$ cat config.mk
export PLATFORM = sky130hd
export DESIGN_NAME = rx_dest_filter
export DESIGN_NICKNAME = d
export VERILOG_FILES = /design/src/rtl/rdf_pkg.sv /design/src/rtl/rdf_slot_bank.sv /design/src/rtl/rdf_hash_table.sv /design/src/rtl/rx_dest_filter.sv
export SDC_FILE = /design/constraint.sdc
export NUM_CORES = 1
export LEC_CHECK = 0
export ABC_AREA = 1
export BUFFER_PORTS_ARGS = -buffer_cell sky130_fd_sc_hd__buf_2
export CAP_MARGIN = 20
export CORE_UTILIZATION = 35
export CTS_CLUSTER_DIAMETER = 30
export DETAILED_ROUTE_END_ITERATION = 10
export PLACE_DENSITY = 0.58
export SYNTH_ARGS = -nofsm -noshare
export SYNTH_HDL_FRONTEND = slang
export SYNTH_SLANG_ARGS = --single-unit
$ cat constraint.sdc
create_clock -name clk -period 4 [get_ports clk]
set_input_delay 0.2 -clock clk [delete_from_list [all_inputs] [get_ports clk]]
set_output_delay 0.2 -clock clk [all_outputs]
set_load 0.05 [all_outputs]
$ cat src/rtl/rdf_pkg.sv
package rdf_pkg;
  localparam int ADDR_W = 48;
  localparam int HASH_W = 6;
  localparam int WORD_W = 32;
  localparam int HIGH_W = ADDR_W - WORD_W;

  // XOR fold of every address bit into a 6-bit bin index.
  function automatic logic [HASH_W-1:0] fold_hash(input logic [ADDR_W-1:0] a);
    logic [HASH_W-1:0] h;
    h = '0;
    for (int j = 0; j < ADDR_W; j++) h[j % HASH_W] = h[j % HASH_W] ^ a[j];
    return h;
  endfunction

  function automatic logic is_group(input logic [ADDR_W-1:0] a);
    return a[0];
  endfunction
endpackage

$ cat src/rtl/rdf_slot_bank.sv
module rdf_slot_bank
  import rdf_pkg::*;
#(
  parameter int NSLOT = 8,
  localparam int SIW = $clog2(NSLOT),
  localparam int UW  = $clog2(NSLOT + 1)
) (
  input  logic              clk,
  input  logic              rst_n,
  input  logic              wr_en,
  input  logic [SIW-1:0]    wr_idx,
  input  logic              wr_hi,
  input  logic [WORD_W-1:0] wr_data,
  input  logic [UW-1:0]     ucnt,
  input  logic [ADDR_W-1:0] addr,
  output logic              hit,
  output logic [SIW-1:0]    hit_idx
);
  logic [WORD_W-1:0] lo_q [NSLOT];
  logic [HIGH_W-1:0] hi_q [NSLOT];
  logic [NSLOT-1:0]  val_q;
  logic [NSLOT-1:0]  match;

  always_ff @(posedge clk) begin
    if (!rst_n) begin
      val_q <= '0;
      for (int k = 0; k < NSLOT; k++) begin
        lo_q[k] <= '0;
        hi_q[k] <= '0;
      end
    end else if (wr_en) begin
      for (int k = 0; k < NSLOT; k++) begin
        if (wr_idx == SIW'(k)) begin
          if (!wr_hi) begin
            lo_q[k]  <= wr_data;
            val_q[k] <= 1'b0;
          end else begin
            hi_q[k]  <= wr_data[HIGH_W-1:0];
            val_q[k] <= (wr_data[HIGH_W-1:0] != '0) || (lo_q[k] != '0);
          end
        end
      end
    end
  end

  for (genvar k = 0; k < NSLOT; k++) begin : g_cmp
    logic uc_slot;
    assign uc_slot  = UW'(k) < ucnt;
    assign match[k] = val_q[k] && ({hi_q[k], lo_q[k]} == addr) &&
                      (uc_slot ? !is_group(addr) : is_group(addr));
  end

  always_comb begin
    hit     = |match;
    hit_idx = '0;
    for (int i = NSLOT - 1; i >= 0; i--)
      if (match[i]) hit_idx = SIW'(i);
  end
endmodule

$ cat src/rtl/rdf_hash_table.sv
module rdf_hash_table
  import rdf_pkg::*;
(
  input  logic              clk,
  input  logic              rst_n,
  input  logic              wr_lo,
  input  logic              wr_hi,
  input  logic [WORD_W-1:0] wr_data,
  input  logic [ADDR_W-1:0] addr,
  output logic              bin_set
);
  logic [WORD_W-1:0] lo_q, hi_q;
  logic [HASH_W-1:0] bin;

  always_ff @(posedge clk) begin
    if (!rst_n) begin
      lo_q <= '0;
      hi_q <= '0;
    end else begin
      if (wr_lo) lo_q <= wr_data;
      if (wr_hi) hi_q <= wr_data;
    end
  end

  assign bin     = fold_hash(addr);
  assign bin_set = bin[HASH_W-1] ? hi_q[bin[HASH_W-2:0]] : lo_q[bin[HASH_W-2:0]];
endmodule

$ cat src/rtl/rx_dest_filter.sv
module rx_dest_filter
  import rdf_pkg::*;
#(
  parameter int NSLOT = 8,
  localparam int SIW  = $clog2(NSLOT),
  localparam int UW   = $clog2(NSLOT + 1),
  localparam int NREG = 2 * NSLOT + 4,
  localparam int CAW  = $clog2(NREG)
) (
  input  logic              clk,
  input  logic              rst_n,
  input  logic              cfg_we,
  input  logic [CAW-1:0]    cfg_addr,
  input  logic [WORD_W-1:0] cfg_wdata,
  input  logic              rx_addr_vld,
  input  logic [ADDR_W-1:0] rx_addr,
  output logic              res_vld,
  output logic              res_accept,
  output logic              res_exact,
  output logic [SIW-1:0]    res_slot,
  output logic              res_hash
);
  localparam logic [CAW-1:0] A_HLO  = CAW'(2 * NSLOT);
  localparam logic [CAW-1:0] A_HHI  = CAW'(2 * NSLOT + 1);
  localparam logic [CAW-1:0] A_MODE = CAW'(2 * NSLOT + 2);
  localparam logic [CAW-1:0] A_UCNT = CAW'(2 * NSLOT + 3);

  logic          mode_promisc, mode_hash_en, mode_bcast_dis;
  logic [UW-1:0] ucnt_q;
  logic          slot_we, slot_hit, bin_set, hash_ok;
  logic          addr_mcast, addr_bcast, decide;
  logic [SIW-1:0] slot_idx;

  assign slot_we = cfg_we && (cfg_addr < A_HLO);

  always_ff @(posedge clk) begin
    if (!rst_n) begin
      mode_promisc   <= 1'b0;
      mode_hash_en   <= 1'b0;
      mode_bcast_dis <= 1'b0;
      ucnt_q         <= UW'(1);
    end else if (cfg_we) begin
      if (cfg_addr == A_MODE) begin
        mode_promisc   <= cfg_wdata[0];
        mode_hash_en   <= cfg_wdata[1];
        mode_bcast_dis <= cfg_wdata[2];
      end
      if (cfg_addr == A_UCNT && cfg_wdata <= WORD_W'(NSLOT))
        ucnt_q <= cfg_wdata[UW-1:0];
    end
  end

  rdf_slot_bank #(.NSLOT(NSLOT)) u_slots (
    .clk     (clk),
    .rst_n   (rst_n),
    .wr_en   (slot_we),
    .wr_idx  (cfg_addr[SIW:1]),
    .wr_hi   (cfg_addr[0]),
    .wr_data (cfg_wdata),
    .ucnt    (ucnt_q),
    .addr    (rx_addr),
    .hit     (slot_hit),
    .hit_idx (slot_idx)
  );

  rdf_hash_table u_hash (
    .clk     (clk),
    .rst_n   (rst_n),
    .wr_lo   (cfg_we && cfg_addr == A_HLO),
    .wr_hi   (cfg_we && cfg_addr == A_HHI),
    .wr_data (cfg_wdata),
    .addr    (rx_addr),
    .bin_set (bin_set)
  );

  assign addr_mcast = is_group(rx_addr);
  assign addr_bcast = &rx_addr;
  assign hash_ok    = addr_mcast && mode_hash_en && bin_set;
  assign decide     = mode_promisc ||
                      (addr_bcast ? !mode_bcast_dis : (slot_hit || hash_ok));

  always_ff @(posedge clk) begin
    if (!rst_n) begin
      res_vld    <= 1'b0;
      res_accept <= 1'b0;
      res_exact  <= 1'b0;
      res_slot   <= '0;
      res_hash   <= 1'b0;
    end else begin
      res_vld    <= rx_addr_vld;
      res_accept <= rx_addr_vld && decide;
      res_exact  <= rx_addr_vld && slot_hit;
      res_slot   <= rx_addr_vld ? slot_idx : '0;
      res_hash   <= rx_addr_vld && hash_ok;
    end
  end
endmodule

==> results.md, run 1 <==
- Status: complete, no violations
- Worst setup SP type: register
- Post-Synth XOR/XNOR Area: 4.707%
- CP Capture Type: register
- Final min period: 2.925 ns
- Synthesis-stage register bit count: 470
- Critical path peak fanout: 7
- Clk_lat worst skew: 0.70 ns
- H-tree depth: 3
- Most frequent CP cell: nand2_1
- CP max stage delay: between 0.6 and 0.7 ns
- Initial antenna violation count: 7
- Layout Nets: around 2800
- Synth Area in Simple Gates: approximately 20%
- Fraction of layout cells with a size suffix above 1: about 16%
- Placer Congestion: approximately 1.1
- R2r endpoint: res_accept
- Seq. cell area: about 13000 um2
- Initial DRT Pass Iterations: 7
- Placed inst area: about 25000 um2
- # Post-CTS Setup Buffers: 0
- Die H: 260.4 um
- Crit path launch: ucnt_q[1]
- Filler cells: approximately 6400
- Portion of netlist area occupied by mux cells: 0%
- YS warnings: 0
- IO Count: between 90 and 100
- Complex-gate fraction of the synthesized area: between 10% and 20%
- Initial Utilization: between 30% and 40%
- Final wirelength: approximately 130000 um
- Slew Viols, Final: 0
- Largest net degree at the start of global routing: 59
- Clock transition at the registers of the reported paths: ~0.05 ns
- Worst slew margin: 17.32%
- RSZ-0062 raised after global routing: false
- Drt wl/cell: between 30 and 40 um
- # rows: 94
- Crit Path Category: reg -> reg
- Number of synthesized flops with an enable pin: ~380
- Final Cycle Share: between 70% and 80%
- Final Instance Area: 29420 um2
- Async set-reset flop share out of synthesis: 0%
- CP cell instances: nand2_1, o21ai_0, a21oi_1, nand4_1, nor2_1, nand2_1, nand2_1, nor2_1, nand2_1, nor2_1, nand2_1, nand2_1, a21oi_1
- HPWL after DPL: 89170 um
- Reg2Reg Depth: 13
- Core ar.: 65860 um2
- CTS tree: yes
- Vias per Instance: 6.107
- Slowest-stage cell, CP: o21ai_0
- Hold/Removal Path Class: in -> reg
- Clk_skew: around 0.047 ns
- Total GRT Usage: between 30% and 40%
- Post-Syn Area: approximately 23000 um2
- Footprint of the multi-input gates: roughly 8500 um2
- Leak pwr: 11.30 nW
- Final hold violations: 0
- Remaining DRCs: 0
- Gr ovfl total: 0
- Largest family of logic cells by synthesized area: simple AND/OR/NAND/NOR gates
- Area Overhead vs Synth: 25.89%
- Port bufs: 95
- Synthesized Nets: about 2600
- # setup viols final: 0
- Arrival @ worst endpoint: 3.48 ns
- Clock Root Buffer: clkbuf_16
- First-pass GRT wire length: approximately 170000 um
- R2r setup slk: roughly 1.1 ns
- Worst-Margin Slew: between 1 and 1.5 ns
- Max IR drop VDD: 0.3767 mV
- Syn avg cell area: just over 9 um2
- Maximum clock frequency: roughly 0.34 GHz
- Max Cap Viol: 0
- Critical Path Sink: res_accept
- Chip width: ~260 um
- Setup TNS: 0 ns
- Initial DRC count: roughly 3500
- WP data required: 4.55 ns
- Sequential share of the synthesized area: a little under three fifths
- Die ar.: ~68000 um2
- Max clock buf depth: 3
- Remaining antenna violation count: 0
- Synth Area in Adders: 0%
- Post-synthesis cell count: roughly 2500
- Vias in the first global route: 20990
- P per Cell Area: ~600 nW/um2
- Vias: approximately 22000
- Top_reg_cell synth: edfxtp_1
- Clock sink total: 470
- Reg2reg start: ucnt_q[1]
- Netlist cell types: 46
- CTS Buf Count: 117
- Worst Hold Slack: 0.08210 ns
## sequential cells by signal, indices dropped and copies added (netlist names)
signal          count
mode_promisc        1
res_exact           1
ucnt_q              4
u_hash.hi_q        32
res_hash            1
u_slots.val_q       8
res_accept          1
mode_bcast_dis      1
res_vld             1
res_slot            3
u_slots.lo_q      256
u_slots.hi_q      128
mode_hash_en        1
u_hash.lo_q        32
## worst max-delay path, delay by kind of cell, from the launching register on
family	cells	cell delay [ns]
flip-flops	1	0.64
AND/OR/NAND/NOR	10	1.26
AO/OA/AOI/OAI	3	0.90
## how the worst min path moves through the flow
stage	startpoint	endpoint	slack (ns)	cells after the start
floorplan	cfg_wdata[16]	u_hash.lo_q[16]	0.33	2
global placement	u_hash.hi_q[23]	u_hash.hi_q[23]	0.45	2
detailed placement	u_hash.hi_q[23]	u_hash.hi_q[23]	0.45	2
CTS	cfg_addr[3]	mode_promisc	0.05	5
global route	cfg_addr[3]	mode_bcast_dis	0.12	5
finish	cfg_addr[3]	u_hash.lo_q[1]	0.08	5
## per-layer routing
layer / up-vias / wire length [um] / track usage, %
met5: - / 39 / 0
met4: 6 / 8841 / 22.81
met3: 463 / 15010 / 9.324
met2: 1715 / 54860 / 55.44
met1: 11070 / 49370 / 49.23
li1: 9212 / - / -
## final cells by class
class                           instances  share of cell area [%]
Clock inverter                        100                   4.100
Antenna cell                            3                 0.02552
Multi-Input combinational cell       1658                   28.88
Timing Repair Buffer                  207                   4.866
Sequential cell                       470                   45.05
Tap cell                              864                   3.675
Clock buffer                          124                   10.15
Inverter                              253                   3.254
## stage by stage
step	total power [W]	setup slack, ns	cells	util (%)
floorplan	0.006680	0.6476	2519	-
global placement	0.007570	0.6901	3416	37.73
detailed placement	0.007546	0.7554	3416	37.73
CTS	0.01750	1.201	3675	44.62
global route	0.01789	1.014	3676	44.65
finish	0.01758	1.075	3679	44.67
## cells in the final DEF (no fill, tap or decap), types with 50 or more instances in the layout
master,n
buf_2,94
xor2_1,50
nor4_1,89
a21oi_1,80
o22ai_1,96
nand4_1,53
nor2_1,431
xnor2_1,70
nand3_1,126
dfxtp_1,86
buf_4,76
nand2_1,358
clkbuf_16,118
inv_1,224
o21ai_0,154
edfxtp_1,384
## power breakdown
part	switching [W]	internal, W	total [W]
clock network	0.00339	0.00660	0.00999
registers	0.000279	0.00558	0.00586
logic	0.00128	0.000446	0.00172
## cells by family (layout without fill, tap and decap cells)
kind of cell,count (synthesis),count (layout)
other cells,0,3
buf+inv,391,684
simple gates,1105,1105
flops,470,470
compound gates,430,430
xor+xnor,123,123
## Yosys cell counts, drive strengths merged, types with 2 or more instances
cell type | count | area (um2)
clkbuf | 61 | 234.0
nor4 | 89 | 556.8
nand2 | 365 | 1411
nand3 | 126 | 630.6
xnor2 | 73 | 661.9
buf | 77 | 441.7
nand3b | 2 | 15.01
o2111ai | 14 | 122.6
o22ai | 96 | 600.6
a22o | 8 | 70.07
or2 | 16 | 100.1
o21ai | 163 | 815.8
nor2 | 436 | 1652
a21oi | 80 | 400.4
nor3 | 13 | 65.06
edfxtp | 384 | 11530
o211ai | 8 | 60.06
nand4 | 53 | 331.6
a211oi | 17 | 127.6
a221oi | 37 | 324.1
dfxtp | 86 | 1722
xor2 | 50 | 437.9
clkinv | 9 | 33.78
o41ai | 4 | 35.03
inv | 244 | 923.4
or4 | 3 | 22.52
## what timing repair did
action,CTS,global route
gates resized for setup,0,0
hold endpoints to repair,89,0
hold buffers,35,0
No activity file was read; power rests on OpenSTA's default activity.
==> run 2, diff against run 1 <==
- clock period: 4 -> 2.8 ns (I/O delays scaled with it)
==> run 2 against run 1 <==
Against the previous run: critical path depth is the same; design area grew 4.6%; core utilization grew 2.0 points; via count grew 1.2%; clock-buffer cell count grew 27; worst hold slack lost 0.036 ns; largest cell class unchanged; highest routed layer unchanged.
==> results.md, run 2 (synthesis gave the netlist of run 1 again) <==
- Clk_skew: 0.03154 ns (-0.01535 ns)
- Sw Pwr: 0.006518 W (+32%)
- P per Cell Area: 783.3 nW/um2 (+31%)
- Slew Viols, Final: 0 (unchanged)
- Commonest non-fill, non-tap cells in the layout: nor2_1 (431), edfxtp_1 (384), nand2_1 (358), buf_4 (234), inv_1 (224)
- CTS Buf Count: 112 (-4.3%)
- Remaining DRCs: 0 (unchanged)
- Initial antenna violation count: 6 (-1)
- Max reg flops: 256 (unchanged)
- R2r endpoint: res_slot[2]
- Max clock buf depth: 3 (unchanged)
- WP data required: 3.36 ns (-1.19 ns)
- Switching part of the total: 27.05% (-1.1 points)
- Initial DRT Pass Iterations: 6 (-1)
- Final hold violations: 0 (unchanged)
- Max IR drop VDD: 0.5436 mV (+44%)
- Clock transition at the registers of the reported paths: 0.05 ns (about the same)
- Leak pwr: 12.15 nW (+7.5%)
- Biggest register: u_slots.lo_q
- # rows: 94 (unchanged)
- Initial Utilization: 35.48% (unchanged)
- Met3 GRT Util: 10.05% (+0.73 points)
- IO Count: 96 (unchanged)
- Vias: 22740 (+1.2%)
- Max Cap Viol: 0 (unchanged)
- Top flop regs: u_slots.lo_q x256, u_slots.hi_q x128
- Most Crowded Layer GR: met2
- Fraction of layout cells with a size suffix above 1: 19.61% (+4.1 points)
- GR Util met1: 47.75% (-1.5 points)
- Die H: 260.4 um (unchanged)
- Layout Nets: 2977 (+6.5%)
- Critical Path Sink: res_slot[2]
- Vias per Instance: 5.903 (-3.3%)
- Initial DRC count: 3391 (-2.3%)
- Clock sink total: 470 (unchanged)
- Vias in the first global route: 21660 (+3.2%)
- Final Instance Area: 30770 um2 (+4.6%)
- Port bufs: 95 (unchanged)
- Clock Power Share: 53.8% (-3.0 points)
- Hold/Removal Path Class: in -> reg
- Final min period: 2.548 ns (-0.3769 ns)
- CP Capture Type: register
- Slowest-stage cell, CP: dfxtp_1
- Clock Root Buffer: clkbuf_16
- Comb pwr share: 11.6% (+1.8 points)
- Routing usage on met2: 55.56% (+0.12 points)
- CP cell instances: nand2_1, nand3_1, nand3_1, a221oi_1, buf_4, nand3_1, nor2_1, nand2_1, buf_4, nand2_1, nor2_1, buf_4, nor3_2
- Gr ovfl total: 0 (unchanged)
- Reg2Reg Depth: 13 (unchanged)
- Total power: 0.02410 W (+37%)
- Area Overhead vs Synth: 31.67%
- Chip width: 260.4 um (unchanged)
- Clk_lat worst skew: 0.68 ns (-0.02 ns)
- Arrival @ worst endpoint: 3.11 ns (-0.37 ns)
- CTS tree: yes
- Internal power: 0.01758 W (+39%)
- Part of the power in registers: 34.5% (+1.1 points)
- Largest net degree at the start of global routing: 58 (-1.7%)
- Setup TNS: 0 ns (unchanged)
- Drt wl/cell: 33.04 um (-5.1%)
- Worst Hold Slack: 0.04630 ns (-0.03579 ns)
- Remaining antenna violation count: 0 (unchanged)
- Crit Path Category: reg -> reg
- Total GRT Usage: 37.31% (-0.13 points)
- Worst slew margin: 23.52% (+6.2 points)
- Maximum clock frequency: 0.3924 GHz (+15%)
- Worst-Margin Slew: 1.144 ns (-0.09280 ns)
- First-pass GRT wire length: 171100 um (-0.27%)
- RSZ-0062 raised after global routing: false
- Critical path peak fanout: 4 (-3)
- Reg2reg start: ucnt_q[2]
- R2r setup slk: 0.25 ns (-0.82 ns)
- DP Worst Slack: 0.09172 ns (-0.6637 ns)
- Placed inst area: 26580 um2 (+6.9%)
- Crit path launch: ucnt_q[2]
- Worst setup SP type: register
- Core ar.: 65860 um2 (unchanged)
- Final WS setup: 0.2518 ns (-0.8231 ns)
- Final Cycle Share: 91.01% (+18 points)
- # setup viols final: 0 (unchanged)
- Most common cell after layout, fill and taps aside: nor2_1
- Status: complete, no violations
- Final wirelength: 127300 um (-0.63%)
- CP max stage delay: 0.53 ns (-0.13 ns)
- Placer Congestion: 1.070 (+1.3%)
- Die ar.: 67800 um2 (unchanged)
- H-tree depth: 3 (unchanged)
- HPWL after DPL: 92610 um (+3.9%)
==> run 2: power groups by stage <==
| stage | sequential, W | combinational (W) | clock [W] |
|---|---|---|---|
| 2_1_floorplan | 0.00826 | 0.00128 | 0 |
| 5_1_grt | 0.00834 | 0.00288 | 0.0134 |
| 3_5_place_dp | 0.00842 | 0.00266 | 0 |
| 6_report | 0.00833 | 0.00281 | 0.0130 |
| 4_1_cts | 0.00831 | 0.00271 | 0.0130 |
| 3_3_place_gp | 0.00843 | 0.00267 | 0 |
==> run 2: how the worst min path moves through the flow <==
stage	startpoint	to	slack, ns	cells past startpoint
floorplan	cfg_wdata[16]	u_hash.lo_q[16]	0.27	2
global placement	cfg_wdata[30]	u_hash.lo_q[30]	0.42	3
detailed placement	cfg_wdata[19]	u_hash.lo_q[19]	0.43	3
CTS	cfg_addr[2]	u_slots.val_q[4]	0.02	8
global route	cfg_addr[2]	u_slots.val_q[3]	0.12	6
finish	cfg_addr[2]	u_slots.val_q[4]	0.05	8
==> run 2: repair_timing <==
item                                    CTS  global route
endpoints found under the setup margin    0             1
hold endpoints to repair                 90             0
hold buffers                             37             0
buffers inserted                          0             0
gates resized for setup                   0             1
==> run 2: routing by layer <==
metal | part of all wire (%) | vias up | wire, um
met1 | 38 | 11180 | 48700
met4 | 7.3 | 4 | 9319
met2 | 43 | 1613 | 54640
met5 | 0.020 | - | 25
li1 | - | 9540 | -
met3 | 11 | 411 | 14620
==> run 2: worst max-delay path, delay by kind of cell (launching register included) <==
| kind | cells | cell delay [ns] |
|---|---|---|
| buf+inv | 3 | 0.54 |
| simple gates | 9 | 1.10 |
| flops | 1 | 0.53 |
| compound gates | 1 | 0.26 |
==> run 2: per-stage QoR <==
step / utilization [%] / instances
after global routing: 46.71 / 3852
final: 46.72 / 3853
after floorplan: - / 2519
after global placement: 40.35 / 3601
after CTS: 46.70 / 3852
after detailed placement: 40.35 / 3601
==> run 2: layout make-up <==
type                       count  area [um2]
antenna                        1       2.502
clock buffer                 151        3080
clock inverter                63       734.5
fill                        6259       35090
inverter                     253       957.2
multi-input combinational   1658        8502
sequential                   470       13250
tap                          864        1081
timing repair buffer         393        3158
